===== config.mk =====
export PLATFORM = sky130hd
export DESIGN_NAME = nest_irq_ctrl
export DESIGN_NICKNAME = d
export VERILOG_FILES = /design/src/rtl/nic_pkg.sv /design/src/rtl/nic_prio_regs.sv /design/src/rtl/nic_arbiter.sv /design/src/rtl/nic_level_stack.sv /design/src/rtl/nest_irq_ctrl.sv
export SDC_FILE = /design/constraint.sdc
export NUM_CORES = 1
export LEC_CHECK = 0
export BUFFER_PORTS_ARGS = -buffer_cell sky130_fd_sc_hd__buf_2
export CAP_MARGIN = 25
export CORE_UTILIZATION = 30
export DETAILED_ROUTE_END_ITERATION = 8
export PLACE_DENSITY = 0.56
export SLEW_MARGIN = 20
export SYNTH_ARGS = -nofsm -noshare
export SYNTH_HDL_FRONTEND = slang
export SYNTH_SLANG_ARGS = --single-unit

===== constraint.sdc =====
create_clock -name clk -period 2.5 [get_ports clk]
set_clock_uncertainty 0.2 [all_clocks]
set_input_delay 0.5 -clock clk [delete_from_list [all_inputs] [get_ports clk]]
set_output_delay 0.5 -clock clk [all_outputs]
set_load 0.05 [all_outputs]

===== src/rtl/nic_pkg.sv =====
package nic_pkg;
  localparam int LVL_W = 2;
  typedef logic [LVL_W-1:0] lvl_t;
  localparam lvl_t LVL_TOP = '1;
  localparam int REG_W = 8;
  localparam int MAX_SRC = 14;
  localparam logic [15:0] RESET_VEC   = 16'hFFFE;
  localparam logic [15:0] TRAP_VEC    = 16'hFFFC;
  localparam logic [15:0] SRC_VEC_TOP = 16'hFFFA;
endpackage


===== src/rtl/nic_prio_regs.sv =====
module nic_prio_regs
  import nic_pkg::*;
#(
  parameter int NUM_SRC = 14,
  parameter int ADDR_W  = 2
) (
  input  logic                         clk,
  input  logic                         rst_n,
  input  logic                         we,
  input  logic [ADDR_W-1:0]            addr,
  input  logic [REG_W-1:0]             wdata,
  output logic [NUM_SRC-1:0][LVL_W-1:0] src_lvl
);
  localparam int FPR = REG_W / LVL_W;

  for (genvar g = 0; g < NUM_SRC; g++) begin : g_src
    lvl_t lvl_q, lvl_d;
    logic hit;

    assign hit = we && (addr == ADDR_W'(g / FPR));

    always_comb begin
      lvl_d = lvl_q;
      if (hit) lvl_d = wdata[(g % FPR)*LVL_W +: LVL_W];
    end

    always_ff @(posedge clk or negedge rst_n) begin
      if (!rst_n)   lvl_q <= LVL_TOP;
      else if (hit) lvl_q <= lvl_d;
    end

    assign src_lvl[g] = lvl_q;
  end
endmodule


===== src/rtl/nic_arbiter.sv =====
module nic_arbiter
  import nic_pkg::*;
#(
  parameter int NUM_SRC = 14,
  parameter int IDX_W   = 4
) (
  input  logic [NUM_SRC-1:0]            req,
  input  logic [NUM_SRC-1:0][LVL_W-1:0] src_lvl,
  input  lvl_t                          mask,
  output logic                          hit,
  output logic [IDX_W-1:0]              win_idx,
  output lvl_t                          win_lvl
);
  logic [NUM_SRC-1:0] elig;

  for (genvar g = 0; g < NUM_SRC; g++) begin : g_elig
    assign elig[g] = req[g] && (src_lvl[g] > mask);
  end

  // Scan upward: a later index replaces the current pick only on a
  // strictly higher level, so ties stay with the lower index.
  always_comb begin
    hit     = 1'b0;
    win_idx = '0;
    win_lvl = '0;
    for (int i = 0; i < NUM_SRC; i++) begin
      if (elig[i] && (!hit || (src_lvl[i] > win_lvl))) begin
        hit     = 1'b1;
        win_idx = IDX_W'(i);
        win_lvl = src_lvl[i];
      end
    end
  end
endmodule


===== src/rtl/nic_level_stack.sv =====
module nic_level_stack
  import nic_pkg::*;
#(
  parameter int DEPTH = 4
) (
  input  logic clk,
  input  logic rst_n,
  input  logic push,
  input  lvl_t push_lvl,
  input  logic pop,
  output logic pop_ok,
  output lvl_t pop_lvl,
  output logic ovf,
  output logic unf
);
  localparam int CNT_W = $clog2(DEPTH + 1);
  localparam int PTR_W = (DEPTH > 1) ? $clog2(DEPTH) : 1;

  lvl_t             mem [DEPTH];
  logic [CNT_W-1:0] cnt_q, cnt_d;
  logic             full, empty, push_ok;

  assign full    = (cnt_q == CNT_W'(DEPTH));
  assign empty   = (cnt_q == '0);
  assign pop_ok  = pop && !empty;
  assign push_ok = push && !pop && !full;
  assign ovf     = push && !pop && full;
  assign unf     = pop && empty;
  assign pop_lvl = mem[PTR_W'(cnt_q - 1'b1)];

  always_comb begin
    cnt_d = cnt_q;
    if (pop_ok)       cnt_d = cnt_q - 1'b1;
    else if (push_ok) cnt_d = cnt_q + 1'b1;
  end

  always_ff @(posedge clk or negedge rst_n) begin
    if (!rst_n)                  cnt_q <= '0;
    else if (pop_ok || push_ok)  cnt_q <= cnt_d;
  end

  always_ff @(posedge clk) begin
    if (push_ok) mem[PTR_W'(cnt_q)] <= push_lvl;
  end

  a_r10_no_wrap: assert property (@(posedge clk) disable iff (!rst_n)
    cnt_q <= CNT_W'(DEPTH));
  a_r10_full_holds: assert property (@(posedge clk) disable iff (!rst_n)
    (push && !pop && full) |=> (cnt_q == CNT_W'(DEPTH)));
  a_r11_empty_holds: assert property (@(posedge clk) disable iff (!rst_n)
    (pop && empty) |=> (cnt_q == '0));
endmodule


===== src/rtl/nest_irq_ctrl.sv =====
module nest_irq_ctrl
  import nic_pkg::*;
#(
  parameter int NUM_SRC   = 14,
  parameter int STK_DEPTH = 4,
  parameter int ADDR_W    = 2
) (
  input  logic               clk,
  input  logic               rst_n,
  input  logic [NUM_SRC-1:0] irq_req,
  input  logic               trap_req,
  input  logic               prio_we,
  input  logic [ADDR_W-1:0]  prio_addr,
  input  logic [7:0]         prio_wdata,
  input  logic [1:0]         lvl_in,
  input  logic               instr_end,
  input  logic               iret,
  output logic               take_o,
  output logic [15:0]        vector_o,
  output logic [1:0]         lvl_o,
  output logic               lvl_restore_o,
  output logic               stk_ovf_o,
  output logic               stk_unf_o
);
  localparam int IDX_W = (NUM_SRC > 1) ? $clog2(NUM_SRC) : 1;

  // Reset: asserted asynchronously, released after two clock edges.
  logic [1:0] rst_sync;
  logic       rst_s;

  always_ff @(posedge clk or negedge rst_n) begin
    if (!rst_n) rst_sync <= 2'b00;
    else        rst_sync <= {rst_sync[0], 1'b1};
  end
  assign rst_s = rst_sync[1];

  logic [NUM_SRC-1:0][LVL_W-1:0] src_lvl;
  logic                          arb_hit;
  logic [IDX_W-1:0]              win_idx;
  lvl_t                          win_lvl;
  logic                          take_now, pop_ok, ovf, unf;
  lvl_t                          pop_lvl;

  nic_prio_regs #(.NUM_SRC(NUM_SRC), .ADDR_W(ADDR_W)) u_regs (
    .clk(clk), .rst_n(rst_s), .we(prio_we), .addr(prio_addr),
    .wdata(prio_wdata), .src_lvl(src_lvl)
  );

  nic_arbiter #(.NUM_SRC(NUM_SRC), .IDX_W(IDX_W)) u_arb (
    .req(irq_req), .src_lvl(src_lvl), .mask(lvl_in),
    .hit(arb_hit), .win_idx(win_idx), .win_lvl(win_lvl)
  );

  // A return in the same cycle as a boundary takes precedence.
  assign take_now = instr_end && !iret && (trap_req || arb_hit);

  nic_level_stack #(.DEPTH(STK_DEPTH)) u_stk (
    .clk(clk), .rst_n(rst_s), .push(take_now), .push_lvl(lvl_in),
    .pop(iret), .pop_ok(pop_ok), .pop_lvl(pop_lvl), .ovf(ovf), .unf(unf)
  );

  logic        take_q, take_d;
  logic [15:0] vec_q, vec_d;
  lvl_t        lvl_q, lvl_d;
  logic        rest_q, rest_d;
  logic        ovf_q, ovf_d;
  logic        unf_q, unf_d;

  always_comb begin
    take_d = take_now;
    rest_d = pop_ok;
    ovf_d  = ovf;
    unf_d  = unf;
    vec_d  = vec_q;
    lvl_d  = lvl_q;
    if (take_now) begin
      if (trap_req) begin
        vec_d = TRAP_VEC;
        lvl_d = LVL_TOP;
      end else begin
        vec_d = SRC_VEC_TOP - 16'({win_idx, 1'b0});
        lvl_d = win_lvl;
      end
    end else if (pop_ok) begin
      lvl_d = pop_lvl;
    end
  end

  always_ff @(posedge clk or negedge rst_s) begin
    if (!rst_s) begin
      take_q <= 1'b0;
      rest_q <= 1'b0;
      ovf_q  <= 1'b0;
      unf_q  <= 1'b0;
      vec_q  <= RESET_VEC;
      lvl_q  <= LVL_TOP;
    end else begin
      take_q <= take_d;
      rest_q <= rest_d;
      ovf_q  <= ovf_d;
      unf_q  <= unf_d;
      if (take_now || pop_ok) begin
        vec_q <= vec_d;
        lvl_q <= lvl_d;
      end
    end
  end

  assign take_o        = take_q;
  assign vector_o      = vec_q;
  assign lvl_o         = lvl_q;
  assign lvl_restore_o = rest_q;
  assign stk_ovf_o     = ovf_q;
  assign stk_unf_o     = unf_q;

  a_r2_take_on_boundary: assert property (@(posedge clk) disable iff (!rst_s)
    take_o |-> $past(instr_end));
  a_r12_return_first: assert property (@(posedge clk) disable iff (!rst_s)
    take_o |-> !$past(iret));
  a_r5_vec_in_table: assert property (@(posedge clk) disable iff (!rst_s)
    take_o |-> ((vector_o[15:5] == 11'h7FF) && !vector_o[0]));
  a_r3_level_rises: assert property (@(posedge clk) disable iff (!rst_s)
    (take_o && !$past(trap_req)) |-> (lvl_o > $past(lvl_in)));
  a_r7_trap_slot: assert property (@(posedge clk) disable iff (!rst_s)
    (take_o && $past(trap_req)) |-> ((vector_o == TRAP_VEC) && (lvl_o == LVL_TOP)));
  a_r9_restore_alone: assert property (@(posedge clk) disable iff (!rst_s)
    lvl_restore_o |-> (!take_o && !stk_unf_o));
endmodule


==> results.yml <==
power_and_ir_drop:
  p_per_area_nw_per_um2: 1150
  ir_drop_v: 0.000404
  p_leak_nw: 3.28
critical_path:
  worstPathArrival_ps: 15440
  r2r.worst_path.cells: 92
  r2r_end: "vector_o[4]"
  critPathCaptureType: "flip-flop"
  cpMaxStageDelayCell: "dfstp_2"
  max_stage_delay_ps: 550
  cp-start-kind: "flip-flop"
  reg2reg_setup_slack_ps: -12930
  endpoint: "vector_o[4]"
  crit_type: "reg2reg"
  cp.required_ps: 2510
  crit_top_cell: "o21ai_2"
  worst-path-max-fanout: 5
  crit_start: "u_regs.g_src[0].lvl_q[0]"
  r2r-start: "u_regs.g_src[0].lvl_q[0]"
cells_and_area:
  final_cell_area_um2: 7070
  final_nets: 762
  antenna_cells: 0
  syn_to_final_growth_pct: 60.8
  layout_commonest_cell: "buf_4"
  finalNonFillerCells: 855
  fill_cells: 1278
  drive_above_1_share_pct: 61.6
  most-common-layout-cells: "158 x buf_4, 41 x ha_1, 41 x buf_2"
synth:
  synth-seq-cells: 52
  async_flop_share_pct: 84.6
  synth_ff_type: "dfstp_2"
  synth_edf_count: 8
  yosysSeqAreaShare_pct: 31.5
  netlist_area_um2: 4400
  ys_types: 71
  netlist_instances: 446
  avgSynthCellArea_um2: 9.86
  ys.warnings.count: 0
sta:
  holdWs_ps: 97.2
  rsz0062_at_grt: "yes"
  fmax_mhz: 64.8
  setup_viol: 20
  relSlewSlack_pct: 52.5
  post-route-period-util_pct: 617
  fin_crit_ps: 15430
  hold_violations: 0
  tightestPinTransition_ps: 713
  slew_viol_final: 0
  setup_ws_ps: -12930
floorplanning:
  fp.dieW_um: 123
  rows: 43
  dieHeight_um: 123
  ioPinCount: 54
  dieArea_um2: 15100
  initial_core_util_pct: 31.2
  coreArea_um2: 14100
place:
  gp_congestion: 0.827
  io_buffers: 42
  placed_cell_area_um2: 5950
  hpwl_um: 9830
  dp.cells: 797
clocking:
  cts_max_level: 2
  cts_tree: "done"
  cts_buffers: 5
  clockRootBuffer: "clkbuf_16"
  insertion_delay_ps: 280
  clock_path_buffers: 2
  clkSlewWorstSetupHoldPaths_ps: 70
  clock_sinks: 52
route:
  vias_per_cell: 5.02
  drtAntennaViolNets: 0
  drtIter0Drc: 146
  route.detailed.drc: 0
  drt-total-wl_um: 13200
  wire_per_inst_um: 15.4
  vias: 4296
  dr.pass1.iters: 4
grt:
  grt_pass1_vias: 4285
  grt_use_total_pct: 17.4
  grt_max_degree: 29
  grt_pass1_wl_um: 20700
  antenna_found_initial: 0
  grt_overflow: 0
run_status:
  status: "complete, but fails checks"
  violations: "negative setup slack"
hold_path:
  hp-class: "reg2async"
flow_run:
  drv_cap: 0
[critical path: cells and delay by family, from the launching register on]
family	cells	cell delay, ps
DFF	1	550
adders and majority gates	15	3880
xor gates and xnor gates	1	130
AOI/OAI and AO/OA	42	6320
and+or+nand+nor	30	3810
buffers and inverters	4	400
[logic make-up (layout without fill, tap and decap cells)]
group           Yosys count  after routing  share of synthesized area (%)
mux                      29             29                           7.88
xor+xnor                  3              3                          0.598
fa+ha+maj                56             56                           15.9
other cells               2             12                          0.171
compound gates          126            126                           22.3
buf+inv                  41            260                           4.50
flops                    52             52                           31.5
simple gates            137            137                           17.1
[registers in the layout, summed over array words and instances (netlist names)]
register	cells
take_o	1
vector_o	5
u_stk.cnt_q	3
u_regs.g_src.lvl_q	28
u_stk.mem	8
lvl_o	2
stk_unf_o	1
lvl_restore_o	1
stk_ovf_o	1
rst_sync	2
[power by group]
group | total (W) | internal, W | switching, W
clock network | 0.000770 | 0.000470 | 0.000299
logic | 0.00605 | 0.00328 | 0.00277
registers | 0.00127 | 0.00113 | 0.000138
total | 0.00810 | 0.00489 | 0.00321
[layout make-up]
class	count	area, um^2	area share, %
clock buffer	5	125	1.77
timing repair buffer	223	1690	24.0
sequential	52	1390	19.6
multi-input combinational	363	3480	49.3
clock inverter	3	42.5	0.602
inverter	29	115	1.63
tap	180	225	3.19
[Yosys cell counts, types with 3 or more instances]
library cell / instances / share of area (%)
mux2_2: 25 / 6.4
o31ai_1: 5 / 0.85
o211a_1: 8 / 1.8
xnor2_1: 3 / 0.60
a21oi_1: 22 / 2.5
and2_1: 4 / 0.57
o21ai_1: 5 / 0.57
o211ai_1: 5 / 0.85
nand2b_1: 5 / 0.71
nand2_1: 45 / 3.8
o21a_1: 7 / 1.2
o21ai_0: 22 / 2.5
buf_4: 11 / 1.9
nor3_1: 7 / 0.80
inv_1: 28 / 2.4
and3_1: 6 / 0.85
nor2b_4: 3 / 0.94
a21o_1: 5 / 0.85
dfrtp_1: 9 / 5.1
or2_2: 6 / 0.85
nor2b_1: 20 / 2.8
dfstp_2: 35 / 21
a31oi_1: 5 / 0.71
nor2_1: 22 / 1.9
o211ai_2: 3 / 0.85
ha_1: 56 / 16
edfxtp_1: 8 / 5.5
nand3_1: 5 / 0.57
[through the flow]
step / worst slack [ps] / TNS [ps] / power, W / utilization [%]
4_1_cts: -12770 / -97960 / 0.00720 / 46.4
3_3_place_gp: -12960 / -103580 / 0.00561 / 42.2
6_report: -12930 / -102930 / 0.00810 / 50.2
2_1_floorplan: -12760 / -88890 / 0.00403 / -
5_1_grt: -13670 / -108850 / 0.00870 / 50.2
3_5_place_dp: -13330 / -106800 / 0.00576 / 42.2
[what timing repair did]
item / CTS / global route
pin swaps: 73 / 81
hold buffers: 1 / 0
hold endpoints to repair: 2 / 0
gates resized for setup: 41 / 74
setup endpoints to repair: 20 / 20
setup buffers: 27 / 26
[worst min-delay path by stage]
stage,from,endpoint,slack (ps),depth (start not counted)
CTS,rst_sync[1],u_stk.cnt_q[1],110,0
global route,rst_sync[1],u_stk.cnt_q[1],150,0
floorplan,rst_n,rst_sync[0],4,0
detailed placement,rst_n,rst_sync[0],90,1
global placement,rst_sync[1],u_stk.cnt_q[1],80,0
finish,rst_sync[1],u_stk.cnt_q[1],100,0
[layer usage]
metal	wire length [um]	track usage, %
met1	5840	22.6
met2	6810	30.9
met3	268	1.48
met4	289	4.52
met5	0	0
(Power assumes the default switching activity.)
